## src/rtl/adcres_pkg.sv

```systemverilog
package adcres_pkg;
    typedef enum logic [0:0] {
        ST_RUN  = 1'b0,
        ST_STOP = 1'b1
    } adcres_mode_e;
endpackage

```

## src/rtl/adcres_mode_fsm.sv

```systemverilog
module adcres_mode_fsm
    import adcres_pkg::*;
(
    input  logic clk,
    input  logic rst_n,
    input  logic stop_req_i,
    output logic stopped_o
);
    adcres_mode_e state_q, state_d;

    always_ff @(posedge clk) begin
        if (!rst_n) state_q <= ST_RUN;
        else        state_q <= state_d;
    end

    always_comb begin
        unique case (state_q)
            ST_RUN:  state_d = stop_req_i ? ST_STOP : ST_RUN;   // RUN_TO_STOP
            ST_STOP: state_d = stop_req_i ? ST_STOP : ST_RUN;   // STOP_TO_RUN
        endcase
    end

    always_comb begin
        unique case (state_q)
            ST_RUN:  stopped_o = 1'b0;
            ST_STOP: stopped_o = 1'b1;
        endcase
    end

    p_enter_stop_r7: assert property (@(posedge clk) disable iff (!rst_n)
        stop_req_i |=> stopped_o);
    p_leave_stop_r7: assert property (@(posedge clk) disable iff (!rst_n)
        !stop_req_i |=> !stopped_o);
endmodule

```

## src/rtl/adcres_bank.sv

```systemverilog
module adcres_bank #(
    parameter int unsigned NUM_CH = 4,
    parameter int unsigned RES_W  = 10,
    parameter int unsigned REG_W  = 16,
    localparam int unsigned CH_W  = $clog2(NUM_CH),
    localparam int unsigned PAD_W = REG_W - RES_W
) (
    input  logic             clk,
    input  logic             rst_n,
    input  logic             stopped_i,
    input  logic             wr_en_i,
    input  logic [CH_W-1:0]  wr_ch_i,
    input  logic [RES_W-1:0] wr_res_i,
    output logic [REG_W-1:0] regs_o [NUM_CH]
);
    logic [RES_W-1:0] res_q [NUM_CH];

    for (genvar g = 0; g < NUM_CH; g++) begin : g_ch
        logic hit;
        assign hit = wr_en_i && !stopped_i && (wr_ch_i == CH_W'(g));

        always_ff @(posedge clk) begin
            if (!rst_n)   res_q[g] <= '0;
            else if (hit) res_q[g] <= wr_res_i;
        end

        assign regs_o[g] = {res_q[g], {PAD_W{1'b0}}};

        p_write_r1: assert property (@(posedge clk) disable iff (!rst_n)
            (wr_en_i && !stopped_i && wr_ch_i == CH_W'(g))
            |=> regs_o[g][REG_W-1:PAD_W] == $past(wr_res_i));
        p_other_hold_r1: assert property (@(posedge clk) disable iff (!rst_n)
            !(wr_en_i && wr_ch_i == CH_W'(g)) |=> $stable(regs_o[g]));
        p_stop_hold_r7: assert property (@(posedge clk) disable iff (!rst_n)
            stopped_i |=> $stable(regs_o[g]));
    end
endmodule

```

## src/rtl/adcres_read_port.sv

```systemverilog
module adcres_read_port #(
    parameter int unsigned NUM_CH = 4,
    parameter int unsigned REG_W  = 16,
    parameter int unsigned BYTE_W = 8,
    parameter int unsigned PAD_W  = 6,
    localparam int unsigned CH_W   = $clog2(NUM_CH),
    localparam int unsigned ADDR_W = CH_W + 1
) (
    input  logic              clk,
    input  logic              rst_n,
    input  logic              stopped_i,
    input  logic [REG_W-1:0]  regs_i [NUM_CH],
    input  logic              rd_en_i,
    input  logic              rd_word_i,
    input  logic [ADDR_W-1:0] rd_addr_i,
    output logic [REG_W-1:0]  rd_data_o
);
    logic [CH_W-1:0]   sel_ch;
    logic              lo_sel;
    logic [REG_W-1:0]  sel_reg;
    logic              load_tmp;
    logic [BYTE_W-1:0] tmp_q;

    assign sel_ch   = rd_addr_i[ADDR_W-1:1];
    assign lo_sel   = rd_addr_i[0];
    assign sel_reg  = regs_i[sel_ch];
    assign load_tmp = rd_en_i && !stopped_i && (rd_word_i || !lo_sel);

    always_ff @(posedge clk) begin
        if (!rst_n)        tmp_q <= '0;
        else if (load_tmp) tmp_q <= sel_reg[BYTE_W-1:0];
    end

    always_comb begin
        rd_data_o = '0;
        if (rd_en_i && !stopped_i) begin
            if (rd_word_i)    rd_data_o = sel_reg;
            else if (!lo_sel) rd_data_o[BYTE_W-1:0] = sel_reg[REG_W-1 -: BYTE_W];
            else              rd_data_o[BYTE_W-1:0] = tmp_q;
        end
    end

    p_tmp_load_r4: assert property (@(posedge clk) disable iff (!rst_n)
        (rd_en_i && !stopped_i && !rd_word_i && !rd_addr_i[0])
        |=> tmp_q == $past(regs_i[rd_addr_i[ADDR_W-1:1]][BYTE_W-1:0]));
    p_tmp_hold_r5: assert property (@(posedge clk) disable iff (!rst_n)
        !(rd_en_i && (rd_word_i || !rd_addr_i[0])) |=> $stable(tmp_q));
    p_word_pad_r2: assert property (@(posedge clk) disable iff (!rst_n)
        (rd_en_i && rd_word_i) |-> rd_data_o[PAD_W-1:0] == '0);
    p_stop_zero_r7: assert property (@(posedge clk) disable iff (!rst_n)
        stopped_i |-> rd_data_o == '0);
    p_idle_zero_r11: assert property (@(posedge clk) disable iff (!rst_n)
        !rd_en_i |-> rd_data_o == '0);
endmodule

```

## src/rtl/adcres_regs.sv

```systemverilog
module adcres_regs #(
    parameter int unsigned NUM_CH = 4,
    parameter int unsigned RES_W  = 10,
    parameter int unsigned REG_W  = 16,
    parameter int unsigned BYTE_W = 8,
    localparam int unsigned CH_W   = $clog2(NUM_CH),
    localparam int unsigned ADDR_W = CH_W + 1
) (
    input  logic              clk,
    input  logic              rst_n,
    input  logic              stop_i,
    input  logic              cnv_we_i,
    input  logic [CH_W-1:0]   cnv_ch_i,
    input  logic [RES_W-1:0]  cnv_res_i,
    input  logic              rd_en_i,
    input  logic              rd_word_i,
    input  logic [ADDR_W-1:0] rd_addr_i,
    output logic [REG_W-1:0]  rd_data_o
);
    logic             stopped;
    logic [REG_W-1:0] regs_w [NUM_CH];

    adcres_mode_fsm u_mode (
        .clk        (clk),
        .rst_n      (rst_n),
        .stop_req_i (stop_i),
        .stopped_o  (stopped)
    );

    adcres_bank #(
        .NUM_CH (NUM_CH),
        .RES_W  (RES_W),
        .REG_W  (REG_W)
    ) u_bank (
        .clk       (clk),
        .rst_n     (rst_n),
        .stopped_i (stopped),
        .wr_en_i   (cnv_we_i),
        .wr_ch_i   (cnv_ch_i),
        .wr_res_i  (cnv_res_i),
        .regs_o    (regs_w)
    );

    adcres_read_port #(
        .NUM_CH (NUM_CH),
        .REG_W  (REG_W),
        .BYTE_W (BYTE_W),
        .PAD_W  (REG_W - RES_W)
    ) u_rd (
        .clk       (clk),
        .rst_n     (rst_n),
        .stopped_i (stopped),
        .regs_i    (regs_w),
        .rd_en_i   (rd_en_i),
        .rd_word_i (rd_word_i),
        .rd_addr_i (rd_addr_i),
        .rd_data_o (rd_data_o)
    );
endmodule

```

## config.mk

```make
export PLATFORM = sky130hd
export DESIGN_NAME = adcres_regs
export DESIGN_NICKNAME = d
export VERILOG_FILES = /design/src/rtl/adcres_pkg.sv /design/src/rtl/adcres_mode_fsm.sv /design/src/rtl/adcres_bank.sv /design/src/rtl/adcres_read_port.sv /design/src/rtl/adcres_regs.sv
export SDC_FILE = /design/constraint.sdc
export NUM_CORES = 1
export LEC_CHECK = 0
export BUFFER_PORTS_ARGS = -buffer_cell sky130_fd_sc_hd__buf_4
export CAP_MARGIN = 20
export CELL_PAD_IN_SITES_DETAIL_PLACEMENT = 1
export CELL_PAD_IN_SITES_GLOBAL_PLACEMENT = 2
export CORE_MARGIN = 2
export CORE_UTILIZATION = 38
export CTS_BUF_LIST = sky130_fd_sc_hd__clkbuf_16
export CTS_CLUSTER_SIZE = 24
export DETAILED_ROUTE_END_ITERATION = 6
export MAX_ROUTING_LAYER = met4
export PLACE_DENSITY_LB_ADDON = 0.1
export SYNTH_ARGS = -nofsm -noshare
export SYNTH_HDL_FRONTEND = slang
export SYNTH_SLANG_ARGS = --single-unit
```

## constraint.sdc

```tcl
create_clock -name clk -period 2.13 [get_ports clk]
set_input_delay 0.426 -clock clk [delete_from_list [all_inputs] [get_ports clk]]
set_output_delay 0.426 -clock clk [all_outputs]
set_load 0.02 [all_outputs]
```

==> flow_summary.yaml <==
placement:
  gp_congestion: 0.749
  dp_hpwl_um: 3490
  post_dp_cell_area_um2: 2540
  port_buffers: 36
drt:
  via_per_inst: 5.10
  vias: 1378
  ant_nets: 0
  drt-wirelength-per-cell_um: 18.5
  drt_pass1_iterations: 4
  drt_wl_total_um: 5010
  drc: 0
  initialDrtViolationCount: 30
timing:
  fin_tns_setup_ns: 0
  rsz0062_at_grt: "no"
  fin_worst_skew_ns: 0.00258
  worstMarginPinSlew_ns: 0.654
  maxSlewViolCount: 0
  fin_crit_ns: 1.98
  maxSlewHeadroom_pct: 56.1
  hold_viol_final: 0
  fin_crit_sh_pct: 92.8
  fmax_ghz: 0.506
  setup_violations: 0
cells_and_area:
  fin_nets: 219
  drive_gt1_share_pct: 36.4
  diodes: 0
  area_growth_syn_to_layout_pct: 25.7
  fin_area_um2: 2700
  layout_commonest_cell: "buf_4"
  regArea_um2: 1260
  multi_input_area_um2: 843
  layout_common_cells: "buf_4 (43), and2_1 (41), edfxtp_1 (40)"
  fillCellCount: 572
clocking:
  clk_pin_slew_ns: 0.06
  cts_num_sinks: 43
  clk_latency_ns: 0.28
  clockRootBuffer: "clkbuf_16"
  htree_levels: 2
  cts_buffer_depth: 2
  cts_tree: "done"
  post_cts_buffers: 0
  cts_made_buffers: 5
global_route:
  grt_max_degree: 13
  grt_first_pass_wirelength_um: 7980
  track_usage_pct: 18.2
  grt_pass1_vias: 1499
  overflow: 0
  antenna_found_initial: 0
floorplan:
  ios: 37
  core_um2: 5470
  rows: 27
  die_x_um: 79.2
  die_h_um: 79.2
  start_util_pct: 39.2
  die_area_um2: 6270
hold_path:
  hold_end: "u_mode.state_q"
  hold_depth: 2
  hp-start: "stop_i"
  worst_hold_path_type: "primary input to register"
yosys:
  postSynthAreaPerCell_um2: 14.1
  syn_area_um2: 2150
  yosysSeqAreaShare_pct: 58.7
  synth-seq-cells: 43
  ys_warn_count: 0
  syn_nets: 173
  synth_cell_type_count: 26
  syn_inst: 152
power_and_ir_drop:
  finalPower_mw: 2.03
  cellLeakagePower_nw: 1.10
  p_per_area_nw_per_um2: 751
  peakVddDrop_v: 0.000378
setup_path:
  path_class: "register to output port"
  cp.arrival_ns: 1.55
  reg2reg_from: "u_mode.state_q"
  cp-start-kind: "register"
  worst_r2r_endpoint: "u_bank.res_q[3][3]"
  cp-end-kind: "output port"
  reg2regPathDepth: 3
  crit_fanout: 2
  regToRegSetupSlack_ns: 0.65
  worst-endpoint-required_ns: 1.70
flow_run:
  maxCapViolations: 0
status:
  status: "completed"
[cell families after synthesis]
logic type | share of synthesized area (%)
AND/OR/NAND/NOR | 23.3
flip-flops | 58.7
AO/OA/AOI/OAI | 4.20
multiplexers | 11.8
buffers and inverters | 1.98
[flip-flops by register name, summed over array words and instances (netlist names)]
| signal | cells |
|---|---|
| u_bank.res_q | 40 |
| u_mode.state_q | 1 |
| u_rd.tmp_q | 2 |
[power by group]
part           internal (mW)  switching [mW]  leakage (nW)
clock network          0.542           0.303        0.0811
registers              0.961         0.00933         0.453
logic                 0.0952           0.117         0.565
total                   1.60           0.429          1.10
[stage by stage]
step           utilization [%]  hold WS [ns]  std cells  setup slack, ns
2_1_floorplan                -         0.450        152            0.208
3_3_place_gp              46.3         0.468        263           0.0873
3_5_place_dp              46.3         0.478        263           0.0815
4_1_cts                   49.2         0.361        270           0.0865
5_1_grt                   49.3         0.375        270           0.0498
6_report                  49.3         0.362        270            0.153
[worst max-delay path: stages (launching register included)]
cell and delay, ns:
edfxtp_1 0.35, mux4_1 0.53, o21ai_0 0.17, a21oi_1 0.06, buf_4 0.16
[final cells by class]
cell class                      count  share of cell area (%)
Clock buffer                        5                    4.64
Clock inverter                      2                    1.25
Inverter                            3                   0.417
Multi-Input combinational cell    101                    31.2
Sequential cell                    43                    46.7
Tap cell                           72                    3.34
Timing Repair Buffer               44                    12.4
[synthesized netlist by cell type]
| cell type | count | area share [%] |
|---|---|---|
| mux4_1 | 2 | 2.4 |
| dfxtp_1 | 3 | 2.8 |
| nand2b_1 | 3 | 0.87 |
| mux2i_1 | 2 | 0.93 |
| nor2b_1 | 3 | 0.87 |
| and2_1 | 41 | 12 |
| buf_4 | 1 | 0.35 |
| o31ai_1 | 2 | 0.70 |
| inv_2 | 2 | 0.35 |
| nor2_1 | 3 | 0.52 |
| buf_6 | 1 | 0.52 |
| mux4_2 | 6 | 6.3 |
| inv_1 | 1 | 0.17 |
| a22oi_1 | 2 | 0.70 |
| nand3b_1 | 2 | 0.70 |
| and2_2 | 6 | 2.1 |
| o21ai_0 | 6 | 1.4 |
| a21oi_1 | 6 | 1.4 |
| nand2_1 | 2 | 0.35 |
| edfxtp_1 | 40 | 56 |
| nor3_1 | 1 | 0.23 |
| mux2_2 | 4 | 2.1 |
| buf_2 | 1 | 0.23 |
| and3_1 | 6 | 1.7 |
| nor4_4 | 4 | 4.0 |
| clkbuf_1 | 2 | 0.35 |
[repair_timing]
item                       in CTS  in global routing
resized for setup               0                  2
hold buffers                    0                  0
setup endpoints to repair       0                  2
[per-layer routing]
metal / vias up / track usage, % / part of all wire, %
met3: 7 / 3.07 / 3.4
met1: 692 / 21.3 / 41
li1: 651 / - / -
met4: 0 / 7.93 / 1.9
met2: 28 / 31.0 / 54
met5: - / - / 0
[worst max path at each step]
stage	startpoint	to	slack, ns
global route	u_bank.res_q[1][1]	rd_data_o[7]	0.05
global placement	rd_addr_i[1]	rd_data_o[6]	0.09
detailed placement	rd_addr_i[1]	rd_data_o[7]	0.08
floorplan	cnv_ch_i[1]	u_bank.res_q[0][0]	0.21
CTS	rd_addr_i[1]	rd_data_o[7]	0.09
finish	u_bank.res_q[1][1]	rd_data_o[7]	0.15
No activity file was read; power rests on OpenSTA's default activity.
